### src/rtl/nmi_ret_pkg.sv
package nmi_ret_pkg;
  typedef enum logic [1:0] {
    VAR_PLAIN  = 2'd0,
    VAR_LONG_S = 2'd1,
    VAR_LONG_L = 2'd2,
    VAR_SFX    = 2'd3
  } ret_var_e;

  typedef enum logic [2:0] {
    ST_IDLE,
    ST_MRD,
    ST_MWT,
    ST_BRD,
    ST_BWT,
    ST_DONE
  } seq_st_e;
endpackage

### src/rtl/nmi_ret_route.sv
// Chooses the stack and the address lane for each pop of the return address.
module nmi_ret_route
  import nmi_ret_pkg::*;
#(
  parameter int NLANE = 3,
  parameter int SLANE = 2,
  parameter int LW    = 2
) (
  input  ret_var_e        var_i,
  input  logic            wide_i,
  input  logic [LW-1:0]   idx_i,
  output logic            use_long_o,
  output logic [LW-1:0]   lane_o,
  output logic [LW-1:0]   last_idx_o
);
  logic upper_first;

  always_comb begin
    upper_first = (var_i == VAR_LONG_S) && wide_i;
    case (var_i)
      VAR_PLAIN:  use_long_o = wide_i;
      VAR_LONG_L: use_long_o = 1'b1;
      default:    use_long_o = upper_first && (idx_i == '0);
    endcase
    if (upper_first) begin
      lane_o = (idx_i == '0) ? LW'(NLANE - 1) : idx_i - LW'(1);
    end else begin
      lane_o = idx_i;
    end
    last_idx_o = wide_i ? LW'(NLANE - 1) : LW'(SLANE - 1);
  end
endmodule

### src/rtl/nmi_ret_ptrs.sv
// Holds both stack pointers and the base; forms the read address.
module nmi_ret_ptrs #(
  parameter int OFS_W  = 16,
  parameter int BASE_W = 8,
  localparam int LONG_W = OFS_W + BASE_W
) (
  input  logic              clk,
  input  logic              rst_n,
  input  logic              load_i,
  input  logic [OFS_W-1:0]  sps_i,
  input  logic [LONG_W-1:0] spl_i,
  input  logic [BASE_W-1:0] base_i,
  input  logic              pop_i,
  input  logic              use_long_i,
  output logic [LONG_W-1:0] addr_o,
  output logic [OFS_W-1:0]  sps_o,
  output logic [LONG_W-1:0] spl_o,
  output logic [BASE_W-1:0] base_o
);
  logic [OFS_W-1:0]  sps_q, sps_n;
  logic [LONG_W-1:0] spl_q, spl_n;
  logic [BASE_W-1:0] base_q, base_n;

  always_comb begin
    sps_n  = sps_q;
    spl_n  = spl_q;
    base_n = base_q;
    if (load_i) begin
      sps_n  = sps_i;
      spl_n  = spl_i;
      base_n = base_i;
    end else if (pop_i) begin
      if (use_long_i) spl_n = spl_q + LONG_W'(1);
      else            sps_n = sps_q + OFS_W'(1);
    end
  end

  always_ff @(posedge clk or negedge rst_n) begin
    if (!rst_n) begin
      sps_q  <= '0;
      spl_q  <= '0;
      base_q <= '0;
    end else begin
      sps_q  <= sps_n;
      spl_q  <= spl_n;
      base_q <= base_n;
    end
  end

  assign addr_o = use_long_i ? spl_q : {base_q, sps_q};
  assign sps_o  = sps_q;
  assign spl_o  = spl_q;
  assign base_o = base_q;
endmodule

### src/rtl/nmi_ret_pcasm.sv
// Collects popped bytes into their address lanes.
module nmi_ret_pcasm #(
  parameter int NLANE = 3,
  parameter int LW    = 2
) (
  input  logic               clk,
  input  logic               rst_n,
  input  logic               clr_i,
  input  logic               cap_i,
  input  logic [LW-1:0]      lane_i,
  input  logic [7:0]         data_i,
  output logic [8*NLANE-1:0] acc_nxt_o
);
  for (genvar g = 0; g < NLANE; g++) begin : g_lane
    logic [7:0] q, n;
    always_comb begin
      n = q;
      if (clr_i) n = '0;
      else if (cap_i && (lane_i == LW'(g))) n = data_i;
    end
    always_ff @(posedge clk or negedge rst_n) begin
      if (!rst_n) q <= '0;
      else        q <= n;
    end
    assign acc_nxt_o[8*g +: 8] = n;
  end
endmodule

### src/rtl/nmi_ret_seq.sv
// Top: sequencer for the mixed-mode return from NMI.
// rst_n is asserted asynchronously; its release is expected to be synchronous to clk.
module nmi_ret_seq
  import nmi_ret_pkg::*;
#(
  parameter int          OFS_W      = 16,
  parameter int          BASE_W     = 8,
  parameter logic [7:0]  CODE_WIDE  = 8'h03,
  parameter logic [7:0]  CODE_NARROW = 8'h02,
  localparam int LONG_W = OFS_W + BASE_W,
  localparam int NLANE  = LONG_W / 8,
  localparam int SLANE  = OFS_W / 8,
  localparam int LW     = $clog2(NLANE)
) (
  input  logic              clk,
  input  logic              rst_n,
  input  logic              start_i,
  input  logic [1:0]        variant_i,
  input  logic              mode_i,
  input  logic [BASE_W-1:0] base_i,
  input  logic [OFS_W-1:0]  sps_i,
  input  logic [LONG_W-1:0] spl_i,
  input  logic [LONG_W-1:0] pc_i,
  input  logic              ief1_i,
  input  logic              ief2_i,
  output logic              rd_en_o,
  output logic [LONG_W-1:0] rd_addr_o,
  input  logic [7:0]        rd_data_i,
  output logic              busy_o,
  output logic              done_o,
  output logic              err_o,
  output logic [LONG_W-1:0] pc_o,
  output logic              mode_o,
  output logic [OFS_W-1:0]  sps_o,
  output logic [LONG_W-1:0] spl_o,
  output logic              ief1_o
);
  seq_st_e            st_q, st_n;
  ret_var_e           var_q, var_n;
  logic [LW-1:0]      idx_q, idx_n;
  logic               wide_q, wide_n;
  logic               ief2_q, ief2_n;
  logic [LONG_W-1:0]  pc_q, pc_n;
  logic               mode_q, mode_n;
  logic               ief1_q, ief1_n;
  logic               err_q, err_n;

  logic               load, pop, cap, rd_en;
  logic               route_long, use_long;
  logic [LW-1:0]      lane, last_idx;
  logic [BASE_W-1:0]  base_q;
  logic [8*NLANE-1:0] acc_nxt;

  nmi_ret_route #(.NLANE(NLANE), .SLANE(SLANE), .LW(LW)) route_i (
    .var_i(var_q), .wide_i(wide_q), .idx_i(idx_q),
    .use_long_o(route_long), .lane_o(lane), .last_idx_o(last_idx)
  );

  assign use_long = (st_q == ST_MRD) || route_long;

  nmi_ret_ptrs #(.OFS_W(OFS_W), .BASE_W(BASE_W)) ptrs_i (
    .clk(clk), .rst_n(rst_n), .load_i(load),
    .sps_i(sps_i), .spl_i(spl_i), .base_i(base_i),
    .pop_i(pop), .use_long_i(use_long),
    .addr_o(rd_addr_o), .sps_o(sps_o), .spl_o(spl_o), .base_o(base_q)
  );

  nmi_ret_pcasm #(.NLANE(NLANE), .LW(LW)) pcasm_i (
    .clk(clk), .rst_n(rst_n), .clr_i(load), .cap_i(cap),
    .lane_i(lane), .data_i(rd_data_i), .acc_nxt_o(acc_nxt)
  );

  always_comb begin
    st_n   = st_q;
    var_n  = var_q;
    idx_n  = idx_q;
    wide_n = wide_q;
    ief2_n = ief2_q;
    pc_n   = pc_q;
    mode_n = mode_q;
    ief1_n = ief1_q;
    err_n  = err_q;
    load   = 1'b0;
    pop    = 1'b0;
    cap    = 1'b0;
    rd_en  = 1'b0;
    case (st_q)
      ST_IDLE: begin
        if (start_i) begin
          load   = 1'b1;
          var_n  = ret_var_e'(variant_i);
          idx_n  = '0;
          wide_n = mode_i;
          ief2_n = ief2_i;
          pc_n   = pc_i;
          mode_n = mode_i;
          ief1_n = ief1_i;
          err_n  = 1'b0;
          case (ret_var_e'(variant_i))
            VAR_SFX: begin
              err_n = 1'b1;
              st_n  = ST_DONE;
            end
            VAR_PLAIN: st_n = ST_BRD;
            default:   st_n = ST_MRD;
          endcase
        end
      end
      ST_MRD: begin
        rd_en = 1'b1;
        pop   = 1'b1;
        st_n  = ST_MWT;
      end
      ST_MWT: begin
        if (rd_data_i == CODE_WIDE) begin
          wide_n = 1'b1;
          st_n   = ST_BRD;
        end else if (rd_data_i == CODE_NARROW) begin
          wide_n = 1'b0;
          st_n   = ST_BRD;
        end else begin
          err_n = 1'b1;
          st_n  = ST_DONE;
        end
      end
      ST_BRD: begin
        rd_en = 1'b1;
        pop   = 1'b1;
        st_n  = ST_BWT;
      end
      ST_BWT: begin
        cap = 1'b1;
        if (idx_q == last_idx) begin
          pc_n   = wide_q ? acc_nxt[LONG_W-1:0] : {base_q, acc_nxt[OFS_W-1:0]};
          mode_n = wide_q;
          ief1_n = ief2_q;
          st_n   = ST_DONE;
        end else begin
          idx_n = idx_q + LW'(1);
          st_n  = ST_BRD;
        end
      end
      ST_DONE: st_n = ST_IDLE;
      default: st_n = ST_IDLE;
    endcase
  end

  always_ff @(posedge clk or negedge rst_n) begin
    if (!rst_n) begin
      st_q   <= ST_IDLE;
      var_q  <= VAR_PLAIN;
      idx_q  <= '0;
      wide_q <= 1'b0;
      ief2_q <= 1'b0;
      pc_q   <= '0;
      mode_q <= 1'b0;
      ief1_q <= 1'b0;
      err_q  <= 1'b0;
    end else begin
      st_q   <= st_n;
      var_q  <= var_n;
      idx_q  <= idx_n;
      wide_q <= wide_n;
      ief2_q <= ief2_n;
      pc_q   <= pc_n;
      mode_q <= mode_n;
      ief1_q <= ief1_n;
      err_q  <= err_n;
    end
  end

  assign rd_en_o = rd_en;
  assign busy_o  = (st_q != ST_IDLE);
  assign done_o  = (st_q == ST_DONE);
  assign err_o   = err_q;
  assign pc_o    = pc_q;
  assign mode_o  = mode_q;
  assign ief1_o  = ief1_q;
endmodule

### config.mk
export PLATFORM = sky130hd
export DESIGN_NAME = nmi_ret_seq
export DESIGN_NICKNAME = d
export VERILOG_FILES = /design/src/rtl/nmi_ret_pkg.sv /design/src/rtl/nmi_ret_route.sv /design/src/rtl/nmi_ret_ptrs.sv /design/src/rtl/nmi_ret_pcasm.sv /design/src/rtl/nmi_ret_seq.sv
export SDC_FILE = /design/constraint.sdc
export NUM_CORES = 1
export LEC_CHECK = 0
export ABC_AREA = 1
export BUFFER_PORTS_ARGS = -buffer_cell sky130_fd_sc_hd__buf_2
export CAP_MARGIN = 20
export CORE_ASPECT_RATIO = 1.1
export CORE_MARGIN = 8
export CORE_UTILIZATION = 54
export DETAILED_ROUTE_END_ITERATION = 12
export PLACE_DENSITY = 0.92
export SLEW_MARGIN = 20
export SYNTH_ARGS = -nofsm -noshare
export SYNTH_HDL_FRONTEND = slang
export SYNTH_HIERARCHICAL = 1
export SYNTH_SLANG_ARGS = --single-unit
### constraint.sdc
create_clock -name clk -period 2.6 [get_ports clk]
set_input_delay 0.13 -clock clk [delete_from_list [all_inputs] [get_ports clk]]
set_output_delay 0.13 -clock clk [all_outputs]
set_load 0.01 [all_outputs]
==> flow_summary.toml, run 1 <==
[outcome]
status = "completed"

[synth]
syn_nets = 1101
ys_async_sr_fraction_pct = 100
syn_area_um2 = 6750
yosys.area.top_type = "dfrtp_1"
synthFlopType = "dfrtp_1"
synthCells = 1009
ys_seq_area_share_pct = 40.0
synth_top_area_share_pct = 40.0
syn_avg_cell_area_um2 = 6.69
synth_area_leaders = "dfrtp_1, nand2_1, nand3_1, inv_1, nor2_1"
ys_types = 40
synth-edff-count = 0
synth_seq_cells = 108
ys.warnings.count = 6

[layout]
fill_cells = 1068
nNetsFinal = 1278
syn_to_final_growth_pct = 19.7
drive_above_1_share_pct = 20.9
fin_util_pct = 65.1
most-common-layout-cells = "nand2_1, buf_2, dfrtp_1"
diodes = 0
stdcell_count = 1348
layout_commonest_cell = "nand2_1"

[detailed_routing]
first_iter_violations = 656
avgRoutedWirePerCell_um = 14.9
first_pass_iters = 5
post-route-drc-count = 0
via_per_inst = 5.32
antenna_left = 0
vias = 7173
wirelength_um = 20100

[setup_path]
cp_max_fo = 16
r2r-start = "st_q[0]"
arrival_ps = 2120
crit_path_end_kind = "primary output"
worstPathRequired_ps = 2470
worstRegToRegCells = 10
r2r_slack_ps = 370
worstSetupPathType = "reg -> out"
cp-start-kind = "flop"
rr_endpoint = "pc_o[5]"

[floorplanning]
core_um2 = 12400
num_rows = 43
start_util_pct = 54.3
die-area_um2 = 16300
io_pins = 182
die_h_um = 133
die_w_um = 123

[sta]
hold_violations = 0
period_minus_slack_ps = 2250
min_period_over_period_pct = 86.5
skew_ps = 10.2
rsz0062_at_grt = "no"
slew_headroom_pct = 60.5
finalSetupTns_ps = 0
max_freq_ghz = 0.445
setup_slack_ps = 351
worstMarginPinSlew_ps = 592
slew_violations = 0
setup_violations = 0

[grt]
overflow = 0
grt_max_degree = 58
antenna_found_initial = 0
grt_pass1_wl_um = 32300
track_usage_pct = 24.4
grt_pass1_vias = 6917

[clock_tree]
cts_root_buf = "clkbuf_16"
cts_buffers = 9
clock_sinks = 108
path_clk_slew_ps = 70
cts_resized = 0
clk_latency_ps = 340
cts_tree = "built"
cts-htree-levels = 3
clock_path_buffers = 2

[power]
p_comb_share_pct = 54.8
swShare_pct = 50.0
powerDensity_nw_per_um2 = 1240
leakagePower_nw = 4.47
power_frac_clock_pct = 12.8
peakVddDrop_mv = 0.749
pwr-share-seq_pct = 32.4
totalPowerFinal_mw = 10.0
p_int_mw = 5.00
switchingPower_mw = 5.00

[placement]
portBuffers = 181
place_ws_ps = 417
placed_cells = 1321
place.gp.congestion = 0.935
dp_hpwl_um = 14800

[hold_path]
whs_endpoint = "ptrs_i/sps_o[7]"
worstHoldStart = "sps_i[7]"
hold_path_depth = 3
hold_path.class = "in -> reg"

[job]
maxCapViolations = 0
[per-layer routing]
layer | global-route usage [%] | wire length, um | vias up
met3 | 4.53 | 1850 | 39
met4 | 9.76 | 494 | 0
li1 | - | - | 3514
met5 | 0 | 0 | -
met2 | 41.1 | 9880 | 369
met1 | 29.8 | 7840 | 3251
[registers in the layout (all words and copies together), names as in the netlist, 2 cells and up]
register          count
pc_o                 24
pcasm_i/g_lane.q     24
ptrs_i/spl_o         24
ptrs_i/sps_o         16
ptrs_i/base_o         8
st_q                  3
idx_q                 2
var_q                 2
[cells by family (layout without fill, tap and decap cells)]
logic type                 count (synthesis)  after routing  share of synthesized area [%]
and+or+nand+nor                          639            639                           40.4
buffers and inverters                    157            339                           10.3
DFF                                      108            108                           40.0
AOI/OAI and AO/OA                         98             98                           8.13
adders and majority gates                  4              4                          0.741
xor gates and xnor gates                   3              3                          0.389
[synthesized netlist by cell type, drive strengths merged (4+ instances only)]
cell    instances
ha              4
clkbuf          4
buf            31
o211ai          8
nand3         100
nand2         415
a21oi          13
dfrtp         108
nand4          10
o21ai          63
inv           121
o21bai          4
nor2          106
[critical path: stages (launching register included)]
cell and delay (ps):
dfrtp_1 430, inv_1 90, ha_1 200, nand2_1 60
a21oi_1 50, inv_1 50, nand2_1 110, buf_4 210
o21ai_0 350, buf_2 210
[through the flow]
stage / hold slack, ps / instance area [um2]
floorplan: -166 / 6750
global placement: 102 / 7710
detailed placement: 101 / 7710
CTS: 0.699 / 8090
global route: 6.38 / 8090
finish: 6.58 / 8090
[how the worst max path moves through the flow]
stage	endpoint	startpoint	cells past startpoint	slack, ps
2_1_floorplan	pc_o[17]	st_q[0]	13	580
3_3_place_gp	pc_o[0]	st_q[0]	10	490
3_5_place_dp	pc_o[23]	st_q[0]	13	420
4_1_cts	rd_addr_o[3]	idx_q[0]	10	370
5_1_grt	pc_o[23]	st_q[0]	13	150
6_report	rd_addr_o[23]	idx_q[0]	9	350
[power by group through the flow]
| stage | clock (mW) | combinational [mW] | sequential (mW) |
|---|---|---|---|
| finish | 1.28 | 5.48 | 3.25 |
| global route | 1.37 | 6.10 | 3.35 |
| CTS | 1.29 | 5.49 | 3.22 |
| detailed placement | 0 | 5.44 | 3.24 |
| global placement | 0 | 5.30 | 3.22 |
| floorplan | 0 | 3.56 | 3.28 |
[final cells by class]
cell class	count	area, um2	area share (%)
timing repair buffer	201	1100	13.6
clock inverter	5	36.3	0.449
sequential	108	2700	33.4
multi-input combinational	744	3360	41.5
tap	157	196	2.43
inverter	122	460	5.69
clock buffer	11	233	2.88
[repair_timing]
action                                 4_1_cts  5_1_grt
endpoints found under the hold margin       38        0
setup buffers                                0        0
hold buffers                                11        0
(Power assumes the default switching activity.)
==> run 2, diff against run 1 <==
--- a/config.mk
+++ b/config.mk
@@ -14,4 +14,5 @@
 export DETAILED_ROUTE_END_ITERATION = 12
 export PLACE_DENSITY = 0.92
+export SETUP_SLACK_MARGIN = 0.3
 export SLEW_MARGIN = 20
 export SYNTH_ARGS = -nofsm -noshare
==> constraint.sdc (replaced) <==
create_clock -name clk -period 2.6 [get_ports clk]
set_input_delay 0.39 -clock clk [delete_from_list [all_inputs] [get_ports clk]]
set_output_delay 0.39 -clock clk [all_outputs]
set_load 0.01 [all_outputs]
==> flow_summary.toml, run 2 (synthesis results as in run 1) <==
[outcome]
status = "completed"

[floorplanning]
die_h_um = 133
start_util_pct = 54.3
die-area_um2 = 16300
core_um2 = 12400
die_w_um = 123
num_rows = 43
io_pins = 182

[power]
peakVddDrop_mv = 0.837
swShare_pct = 49.5
pwr-share-seq_pct = 30.5
power_frac_clock_pct = 11.9
leakagePower_nw = 4.53
switchingPower_mw = 5.34
p_int_mw = 5.45
p_comb_share_pct = 57.6
powerDensity_nw_per_um2 = 1300

[detailed_routing]
avgRoutedWirePerCell_um = 15.4
first_iter_violations = 624
post-route-drc-count = 0
vias = 7232
first_pass_iters = 6
via_per_inst = 5.37
wirelength_um = 20800
antenna_left = 0

[clock_tree]
clock_path_buffers = 2
path_clk_slew_ps = 70
cts_tree = "built"
cts_root_buf = "clkbuf_16"
cts-htree-levels = 3
clock_sinks = 108
clk_latency_ps = 350
cts_buffers = 9

[placement]
placed_cells = 1324
portBuffers = 181
dp_hpwl_um = 15200
place.gp.congestion = 0.942
place_ws_ps = 404
placed_area_um2 = 7730

[grt]
grt_pass1_wl_um = 32800
overflow = 0
grt_max_degree = 41
antenna_found_initial = 0
grt_pass1_vias = 6977
track_usage_pct = 24.7

[sta]
setup_slack_ps = 374
hold_violations = 0
worstMarginPinSlew_ps = 568
finalSetupTns_ps = 0
slew_violations = 0
slew_headroom_pct = 62.1
setup_violations = 0
min_period_over_period_pct = 85.6
period_minus_slack_ps = 2230
rsz0062_at_grt = "yes"
max_freq_ghz = 0.449
skew_ps = 11.1

[job]
maxCapViolations = 0

[hold_path]
hold_path.class = "in -> async"

[setup_path]
worstSetupPathType = "reg -> out"
r2r-start = "st_q[0]"
crit_path_end_kind = "primary output"
startpoint = "idx_q[0]"
cp-start-kind = "flop"
arrival_ps = 1840
worstPathRequired_ps = 2210
cp_max_fo = 9

[layout]
fin_area_um2 = 8270
stdcell_count = 1347
nNetsFinal = 1278
drive_above_1_share_pct = 23.6
most-common-layout-cells = "nand2_1, buf_2, dfrtp_1"
layout_commonest_cell = "nand2_1"
diodes = 0
syn_to_final_growth_pct = 22.5
run 2: per-layer routing:
| metal | global-route usage (%) | wire [um] | vias to the layer above |
|---|---|---|---|
| met1 | 29.8 | 8150 | 3250 |
| met5 | 0 | 0 | - |
| met4 | 10.7 | 718 | 0 |
| li1 | - | - | 3516 |
| met2 | 41.0 | 10100 | 392 |
| met3 | 5.37 | 1890 | 74 |
run 2: worst paths after layout:
| check | end | slack [ps] | depth (start not counted) |
|---|---|---|---|
| worst max register to register | ptrs_i/sps_o[8] | 490 | 9 |
| max in group asynchronous | idx_q[1] | 1910 | 2 |
| worst min-delay path | pc_o[6] | 30 | 1 |
| min in group clk | ptrs_i/spl_o[12] | 260 | 3 |
| worst max-delay path | rd_addr_o[23] | 370 | 9 |
| worst min register to register | pc_o[3] | 470 | 2 |
run 2: final cells by class:
cell class	instances	area (um2)
multi-input combinational	745	3460
fill	1060	4160
timing repair buffer	200	1170
sequential	108	2710
tap	157	196
clock inverter	4	32.5
clock buffer	11	233
inverter	122	469
run 2: power by group through the flow:
stage / combinational [mW] / clock (mW) / sequential [mW]
2_1_floorplan: 3.56 / 0 / 3.28
6_report: 6.21 / 1.28 / 3.29
3_5_place_dp: 5.47 / 0 / 3.26
3_3_place_gp: 5.30 / 0 / 3.24
5_1_grt: 6.87 / 1.37 / 3.40
4_1_cts: 5.56 / 1.30 / 3.25
run 2: worst max-delay path, cell delays in order, from the launching register on:
cell and delay, ps:
dfrtp_1 420, inv_2 80, ha_4 160, nand2_2 60, a21oi_2 50, inv_2 120, nand2_4 100, clkbuf_16 180
o21ai_4 160, buf_2 160
run 2: through the flow:
stage / power [mW] / hold WS (ps) / utilization, %
after floorplan: 6.84 / 94.4 / -
after global placement: 8.54 / 407 / 62.2
after detailed placement: 8.73 / 413 / 62.2
after CTS: 10.1 / 42.4 / 64.5
after global routing: 11.6 / 64.2 / 66.6
final: 10.8 / 31.2 / 66.6
run 2: repair_timing:
item                                    4_1_cts  5_1_grt
endpoints found under the setup margin       22       44
buffers inserted                              0        3
resized for setup                             9       48
hold buffers                                  0        0
pin swaps                                     0        3
gates cloned                                  0        5
==> run 3, diff against run 2 <==
ABC_AREA = 0   (was 1)
CORE_UTILIZATION = 52   (was 54)
PLACE_DENSITY = 0.82   (was 0.92)
SETUP_SLACK_MARGIN = 0.02   (was 0.3)
==> flow_summary.toml, run 3 <==
[synth]
ys_seq_area_share_pct = 45.0
syn_nets = 679
synth-edff-count = 0
syn_avg_cell_area_um2 = 10.2
ys.warnings.count = 6
synthCells = 587
yosysMostFrequentCell = "dfrtp_1"
synth_seq_cells = 108
synth_area_leaders = "dfrtp_1, mux2_2, mux2i_1, nand2_1, nand2b_1"
synth_commonest_cells = "dfrtp_1, nand2_1, mux2_2"
yosys.area.top_type = "dfrtp_1"
synthFlopType = "dfrtp_1"
ys_async_sr_fraction_pct = 100
synth_top_area_share_pct = 45.0
ys_types = 56
syn_area_um2 = 6010

[detailed_routing]
avgRoutedWirePerCell_um = 18.5
via_per_inst = 5.61
wirelength_um = 17100
post-route-drc-count = 0
first_pass_iters = 5
antenna_left = 0
vias = 5182
first_iter_violations = 238

[sta]
skew_ps = 6.52
hold_violations = 0
slew_violations = 0
finalSetupTns_ps = 0
rsz0062_at_grt = "no"
min_period_over_period_pct = 96.7
slew_headroom_pct = 51.0
max_freq_ghz = 0.398
worstMarginPinSlew_ps = 734
hold_ws_ps = 118
period_minus_slack_ps = 2520
setup_slack_ps = 84.6
setup_violations = 0

[clock_tree]
clock_path_buffers = 2
cts_hold_buf = 0
cts_root_buf = "clkbuf_16"
cts_tree = "built"
path_clk_slew_ps = 70
cts_buffers = 9
cts-htree-levels = 3
clk_latency_ps = 340
clock_sinks = 108

[setup_path]
cp_num_buf_inv = 3
startpoint = "idx_q[1]"
crit_chain = "inv_1, ha_1, nand2b_1, a21oi_2, a21o_4, buf_8, mux2_2, buf_2"
worstSetupPathType = "reg -> out"
worstPathRequired_ps = 2210
cpPeakStageDelay_ps = 430
crit_slowest_cell = "dfrtp_2"
r2r-start = "idx_q[1]"
path_delay_family = "flip-flops"
cp-start-kind = "flop"
cp_max_fo = 12
arrival_ps = 2130
crit_path_end_kind = "primary output"

[grt]
grt_pass1_wl_um = 27100
overflow = 0
antenna_found_initial = 1
grt_pass1_vias = 5570
grt_max_degree = 57
track_usage_pct = 21.9

[layout]
fill_cells = 895
drive_above_1_share_pct = 38.9
regArea_um2 = 2700
multiInputGateArea_um2 = 3070
nNetsFinal = 862
syn_to_final_growth_pct = 25.0
most-common-layout-cells = "buf_2, dfrtp_1, nand2_1"
layout_commonest_cell = "buf_2"

[power]
leakagePower_nw = 3.60
swShare_pct = 41.2
p_int_mw = 5.68
pwr-share-seq_pct = 33.7
p_comb_share_pct = 52.1
peakVddDrop_mv = 0.745
powerDensity_nw_per_um2 = 1290
totalPowerFinal_mw = 9.65
power_frac_clock_pct = 14.2
switchingPower_mw = 3.98

[hold_path]
hold_path.class = "in -> async"

[floorplanning]
die_h_um = 129
core_um2 = 11400
start_util_pct = 52.8
die_w_um = 119
num_rows = 41
die-area_um2 = 15300
io_pins = 182

[placement]
dp_hpwl_um = 12900
place.gp.congestion = 0.904
portBuffers = 181
place_ws_ps = 93.0

[job]
maxCapViolations = 0

[outcome]
status = "completed"
==> run 3: worst paths after layout <==
check	end	slack [ps]	depth (start not counted)
worst min register to register	ief2_q	490	2
worst max register to register	ptrs_i/spl_o[23]	90	10
worst max-delay path	rd_addr_o[16]	80	8
min in group clk	ptrs_i/spl_o[10]	260	3
max in group asynchronous	pc_o[1]	1730	2
worst min-delay path	ptrs_i/base_o[1]	120	1
==> run 3: worst register-to-register path: stages, from the launching register on <==
cell	delay (ps)
dfrtp_2	430
inv_1	80
ha_1	160
nand2b_1	70
a21oi_2	160
a21o_4	200
buf_4	150
and4_1	290
nand4_4	190
or4_1	520
a31oi_1	170
==> run 3: what timing repair did <==
action                                  4_1_cts  5_1_grt
setup buffers                                 0        4
endpoints found under the hold margin         0        0
gates resized for setup                       4        8
pin swaps                                     0        1
cloned                                        0        2
endpoints found under the setup margin       22       29
==> run 3: metal layers <==
| metal | up-vias | wire length [um] | track usage, % |
|---|---|---|---|
| li1 | 2410 | - | - |
| met1 | 2523 | 7210 | 26.4 |
| met2 | 216 | 8490 | 37.2 |
| met3 | 33 | 950 | 4.82 |
| met4 | 0 | 434 | 9.75 |
| met5 | - | 0 | 0 |
==> run 3: metrics by stage <==
stage | util (%) | cell area, um2 | cells
floorplan | - | 6010 | 587
global placement | 62.2 | 7090 | 903
detailed placement | 62.2 | 7090 | 903
CTS | 65.0 | 7400 | 917
global route | 66.0 | 7510 | 924
finish | 66.0 | 7510 | 924
==> run 3: area by class of cell <==
type                       count  area share (%)
timing repair buffer         205            15.4
clock inverter                 3           0.633
antenna                        1          0.0333
sequential                   108            36.0
multi-input combinational    423            40.9
inverter                      23            1.18
clock buffer                  11            3.36
tap                          150            2.50
==> run 3: logic make-up (layout without fill, tap and decap cells) <==
kind of cell	after synthesis	in the layout	synth area share, %
and+or+nand+nor	203	203	18.6
muxes	112	112	20.1
DFF	108	108	45.0
AOI/OAI and AO/OA	76	76	7.22
buffers and inverters	56	242	4.20
xor gates and xnor gates	28	28	4.08
adders and majority gates	4	4	0.833
other	0	1	0
==> run 3: power groups by stage <==
stage          combinational (mW)  clock [mW]  sequential (mW)
2_1_floorplan                2.90           0             3.29
3_3_place_gp                 4.60           0             3.21
3_5_place_dp                 4.74           0             3.26
4_1_cts                      4.81        1.40             3.24
5_1_grt                      5.44        1.47             3.36
6_report                     5.03        1.38             3.25
